--- config.mk ---
export PLATFORM = sky130hd
export DESIGN_NAME = phaseSeqGen
export DESIGN_NICKNAME = d
export VERILOG_FILES = /design/src/rtl/seqGenPkg.sv /design/src/rtl/phaseCtl.sv /design/src/rtl/seqUnit.sv /design/src/rtl/seqBank.sv /design/src/rtl/phaseSeqGen.sv
export SDC_FILE = /design/constraint.sdc
export NUM_CORES = 1
export LEC_CHECK = 0
export BUFFER_PORTS_ARGS = -buffer_cell sky130_fd_sc_hd__buf_2
export CORE_AREA = 8 8 45 47
export CTS_CLUSTER_DIAMETER = 80
export CTS_CLUSTER_SIZE = 20
export DETAILED_ROUTE_END_ITERATION = 10
export DIE_AREA = 0 0 53 55
export PLACE_DENSITY_LB_ADDON = 0.25
export SLEW_MARGIN = 5
export SYNTH_ARGS = -nofsm -noshare
export SYNTH_HDL_FRONTEND = slang
export SYNTH_SLANG_ARGS = --single-unit
--- constraint.sdc ---
create_clock -name clk -period 2.6 [get_ports clk]
set_input_delay 0.39 -clock clk [delete_from_list [all_inputs] [get_ports clk]]
set_output_delay 0.39 -clock clk [all_outputs]
set_load 0.1 [all_outputs]
--- src/rtl/seqGenPkg.sv ---
package seqGenPkg;
  // Widest phase decode supported (three encoded-time bits)
  localparam int MAX_PHASES = 8;

  // Control-to-datapath bundle: one-hot phase products
  typedef struct packed {
    logic [MAX_PHASES-1:0] phaseHot;
  } phaseBus_t;
endpackage

--- src/rtl/phaseCtl.sv ---
module phaseCtl
  import seqGenPkg::*;
#(
  parameter int PHASE_BITS = 2,
  parameter int NUM_SEQ    = 2
) (
  input  logic                  clk,
  input  logic                  rstN,
  input  logic [NUM_SEQ-1:0]    seqStrobe,
  output phaseBus_t             phaseBus,
  output logic [PHASE_BITS-1:0] phaseCode
);
  localparam int NUM_PHASES = 1 << PHASE_BITS;

  logic anyStrobe;
  logic [PHASE_BITS-1:0] phaseCnt;

  assign anyStrobe = |seqStrobe;

  // Free-running while strobed, parked at T1 when idle
  always_ff @(posedge clk) begin
    if (!rstN)          phaseCnt <= '0;
    else if (anyStrobe) phaseCnt <= phaseCnt + 1'b1;
    else                phaseCnt <= '0;
  end

  assign phaseCode = phaseCnt;

  // Shared product decoder
  for (genvar p = 0; p < MAX_PHASES; p++) begin : g_prod
    if (p < NUM_PHASES) begin : g_used
      assign phaseBus.phaseHot[p] = (phaseCnt == PHASE_BITS'(p));
    end else begin : g_unused
      assign phaseBus.phaseHot[p] = 1'b0;
    end
  end


  idle_park_chk: assert property (@(posedge clk) disable iff (!rstN)
    !anyStrobe |=> (phaseCode == '0));


  phase_step_chk: assert property (@(posedge clk) disable iff (!rstN)
    anyStrobe |=> (phaseCode == PHASE_BITS'($past(phaseCode) + 1'b1)));
endmodule

--- src/rtl/seqUnit.sv ---
module seqUnit
  import seqGenPkg::*;
#(
  parameter int NUM_OUT    = 3,
  parameter int NUM_PHASES = 4,
  parameter logic [NUM_OUT*NUM_PHASES-1:0] UNIT_MASK = '0
) (
  input  logic               clk,
  input  logic               rstN,
  input  logic               strobe,
  input  phaseBus_t          phaseBus,
  output logic [NUM_OUT-1:0] ctlN
);
  logic [NUM_OUT-1:0] sumTerm;

  for (genvar o = 0; o < NUM_OUT; o++) begin : g_out
    logic [MAX_PHASES-1:0] maskExt;
    assign maskExt    = MAX_PHASES'(UNIT_MASK[o*NUM_PHASES +: NUM_PHASES]);
    assign sumTerm[o] = |(maskExt & phaseBus.phaseHot);
  end

  // Registered, active-low, gated by this unit's strobe
  always_ff @(posedge clk) begin
    if (!rstN) ctlN <= '1;
    else       ctlN <= ~(sumTerm & {NUM_OUT{strobe}});
  end


  idle_high_chk: assert property (@(posedge clk) disable iff (!rstN)
    !strobe |=> (&ctlN));


  phase_onehot_chk: assert property (@(posedge clk) disable iff (!rstN)
    $countones(phaseBus.phaseHot) == 1);
endmodule

--- src/rtl/seqBank.sv ---
module seqBank
  import seqGenPkg::*;
#(
  parameter int NUM_SEQ    = 2,
  parameter int NUM_OUT    = 3,
  parameter int NUM_PHASES = 4,
  parameter logic [NUM_SEQ*NUM_OUT*NUM_PHASES-1:0] OUT_MASK = '0
) (
  input  logic                       clk,
  input  logic                       rstN,
  input  logic [NUM_SEQ-1:0]         seqStrobe,
  input  phaseBus_t                  phaseBus,
  output logic [NUM_SEQ*NUM_OUT-1:0] ctlN
);
  localparam int UNIT_W = NUM_OUT * NUM_PHASES;

  logic [NUM_SEQ-1:0] groupActive;

  for (genvar s = 0; s < NUM_SEQ; s++) begin : g_seq
    seqUnit #(
      .NUM_OUT   (NUM_OUT),
      .NUM_PHASES(NUM_PHASES),
      .UNIT_MASK (OUT_MASK[s*UNIT_W +: UNIT_W])
    ) i_seqUnit (
      .clk     (clk),
      .rstN    (rstN),
      .strobe  (seqStrobe[s]),
      .phaseBus(phaseBus),
      .ctlN    (ctlN[s*NUM_OUT +: NUM_OUT])
    );
    assign groupActive[s] = ~&ctlN[s*NUM_OUT +: NUM_OUT];
  end


  single_driver_chk: assert property (@(posedge clk) disable iff (!rstN)
    $onehot0(groupActive));
endmodule

--- src/rtl/phaseSeqGen.sv ---
module phaseSeqGen
  import seqGenPkg::*;
#(
  parameter int PHASE_BITS = 2,
  parameter int NUM_SEQ    = 2,
  parameter int NUM_OUT    = 3,
  parameter logic [NUM_SEQ*NUM_OUT*(1<<PHASE_BITS)-1:0] OUT_MASK = 24'h823467
) (
  input  logic                       clk,
  input  logic                       rstN,
  input  logic [NUM_SEQ-1:0]         seqStrobe,
  output logic [NUM_SEQ*NUM_OUT-1:0] ctlN,
  output logic [PHASE_BITS-1:0]      phaseCode
);
  localparam int NUM_PHASES = 1 << PHASE_BITS;

  phaseBus_t phaseBus;

  phaseCtl #(
    .PHASE_BITS(PHASE_BITS),
    .NUM_SEQ   (NUM_SEQ)
  ) i_phaseCtl (
    .clk      (clk),
    .rstN     (rstN),
    .seqStrobe(seqStrobe),
    .phaseBus (phaseBus),
    .phaseCode(phaseCode)
  );

  seqBank #(
    .NUM_SEQ   (NUM_SEQ),
    .NUM_OUT   (NUM_OUT),
    .NUM_PHASES(NUM_PHASES),
    .OUT_MASK  (OUT_MASK)
  ) i_seqBank (
    .clk      (clk),
    .rstN     (rstN),
    .seqStrobe(seqStrobe),
    .phaseBus (phaseBus),
    .ctlN     (ctlN)
  );


  strobe_overlap_chk: assert property (@(posedge clk) disable iff (!rstN)
    $countones(seqStrobe) <= 1);
endmodule

==> out/metrics.cfg <==
[outcome]
outcome=finished, final reports clean

[die]
die_area_um2=2920
coreArea_um2=1380
pin_count=12
dieWidth_um=53
rows=14
die_y_um=55
initial_utilization=0.206

[sta]
relSlewSlack=0.676
layout_setup_ws_ns=1.09
fin_crit_sh=0.580
worstMarginPinSlew_ns=0.489
fin_crit_ns=1.51
slew_viol_final=0
setup-tns-final_ns=0
fin_skew_ns=0.00365
rsz0062_at_grt=no
setup_violations=0
hold_violations=0
fmax_mhz=663

[clock_tree]
postCtsSetupRepairBufs=0
cts_buffers=3
tritoncts=built
root_buffer=clkbuf_4
path_clk_slew_ns=0.06
cts_buffer_depth=2
clk_latency_ns=0.25
htree_levels=1
cts.sinks=8
cts_resized=0
ctsHoldBuffers=0

[power_and_ir_drop]
p_switching_mw=0.103
ir_drop_v=0.000255
p_sw_frac=0.348
cellPowerDensity_nw_per_um2=775
clkPwrFrac=0.313
cell_internal_pwr_mw=0.193
leakage_nw=0.176
seqPwrFrac=0.448
comb_power_share=0.239

[routing]
wl_met1_um=243
remaining_drc_errors=0
drt_wl_total_um=559
viasPerCell=3.56
wl_met2_um=228
num_vias=196
wl_met3_um=86
ant_nets=0
drt_pass1_iterations=5
route.top_layer_used=met3
drtIter0Drc=4
wl_per_cell_um=10.2

[place]
io_buffers=11
place_ws_ns=1.34
placed_area_um2=360
gp_congestion=0.700
place_inst=52

[global_route]
grt_pass1_wl_um=876
antenna_found_initial=0
first_global_vias=213
grt_max_degree=8
grt_overflow_total=0
grt_util_all_layers=0.0460

[layout]
nNetsFinal=50
fill_cells=162
final_cell_mix=buf_2, dfxtp_1, ha_1
syn_to_final_growth_pct=34.2
antenna_cells=0
drive_above_1_share=0.385
design_area_um2=383
final_common_cell=buf_2
fin_cells=55
finish.utilization=0.277

[synth]
avgSynthCellArea_um2=11.4
synth.distinct_cells=8
ys_seq_elements=8
syn_nets=34
syn_inst=25
syn_area_um2=285
yosysWarnings=0
ys_seq_area_frac=0.561

[setup_path]
crit_type=register to output pin
ff2ff_setup_slack_ns=1.56
crit_family=buffers and inverters
cp.arrival_ns=1.12
end_kind=output pin
rr_startpoint=i_phaseCtl.phaseCode[0]$_SDFF_PN0_
cp_max_fo=6
reg2reg_depth=4
r2r_end=i_phaseCtl.phaseCode[1]$_SDFF_PN0_
start_kind=register
path_buf_inv=1
cpPeakStageDelay_ns=0.46
crit_slowest_cell=buf_2
worst_ep_required_time_ns=2.21
crit_chain=buf_2

[worst_hold_path]
min_to=i_seqBank.g_seq[0].i_seqUnit.ctlN[2]$_SDFF_PN1_
hold_path_class=input pin to register
min_path_cells=2
hp-start=seqStrobe[0]

[run]
maxCapViolations=0

[power by group through the flow]
stage	logic [mW]	registers (mW)	clock network, mW
6_report	0.0709	0.133	0.0930
5_1_grt	0.0745	0.134	0.105
4_1_cts	0.0712	0.133	0.0968
3_5_place_dp	0.0709	0.136	0
3_3_place_gp	0.0711	0.136	0
2_1_floorplan	0.0102	0.182	0
[flip-flops by register name, indices dropped and copies added, names as in the netlist]
name,flops
i_phaseCtl.phaseCode,2
i_seqBank.g_seq.i_seqUnit.ctlN,6
[worst max-delay path by stage]
stage                                             startpoint                            endpoint  slack (ns)  cells after the start
after detailed placement  i_phaseCtl.phaseCode[0]$_SDFF_PN0_                        phaseCode[0]        1.34                      1
final                     i_phaseCtl.phaseCode[0]$_SDFF_PN0_                        phaseCode[0]        1.09                      1
after global routing      i_phaseCtl.phaseCode[0]$_SDFF_PN0_                        phaseCode[0]        1.04                      1
after floorplan           i_phaseCtl.phaseCode[0]$_SDFF_PN0_  i_phaseCtl.phaseCode[1]$_SDFF_PN0_        0.91                      4
after CTS                 i_phaseCtl.phaseCode[0]$_SDFF_PN0_                        phaseCode[0]        1.07                      1
after global placement    i_phaseCtl.phaseCode[0]$_SDFF_PN0_                        phaseCode[0]        1.35                      1
[stage by stage]
| stage | hold slack [ns] | total power, mW |
|---|---|---|
| after floorplan | 0.473 | 0.192 |
| after global placement | 0.483 | 0.207 |
| after detailed placement | 0.491 | 0.207 |
| after CTS | 0.362 | 0.301 |
| after global routing | 0.367 | 0.313 |
| final | 0.370 | 0.297 |
[cell type report]
| type | instances | area, µm² | share of cell area |
|---|---|---|---|
| multi-input combinational | 14 | 114 | 0.297 |
| sequential | 8 | 160 | 0.418 |
| timing repair buffer | 11 | 55.1 | 0.144 |
| tap | 16 | 20.0 | 0.0523 |
| clock buffer | 3 | 22.5 | 0.0588 |
| inverter | 3 | 11.3 | 0.0294 |
[cells in the mapped netlist]
master / number / area [µm²]
dfxtp_1: 8 / 160
o21ai_2: 1 / 8.76
ha_1: 5 / 62.6
inv_1: 3 / 11.3
o211ai_1: 1 / 7.51
nand3_1: 4 / 20.0
nor2_1: 2 / 7.51
nand3b_1: 1 / 7.51
[layer usage]
layer | vias up | GRT usage
met5 | - | 0
met4 | 0 | 0.0517
met3 | 0 | 0.0374
met2 | 8 | 0.0547
met1 | 78 | 0.0459
li1 | 110 | -
[cell families after synthesis]
kind of cell,after synthesis,synth area share
buffers and inverters,3,0.0395
and+or+nand+nor,7,0.123
adders and majority gates,5,0.219
AOI/OAI and AO/OA,2,0.0570
DFF,8,0.561
(Power assumes the default switching activity.)
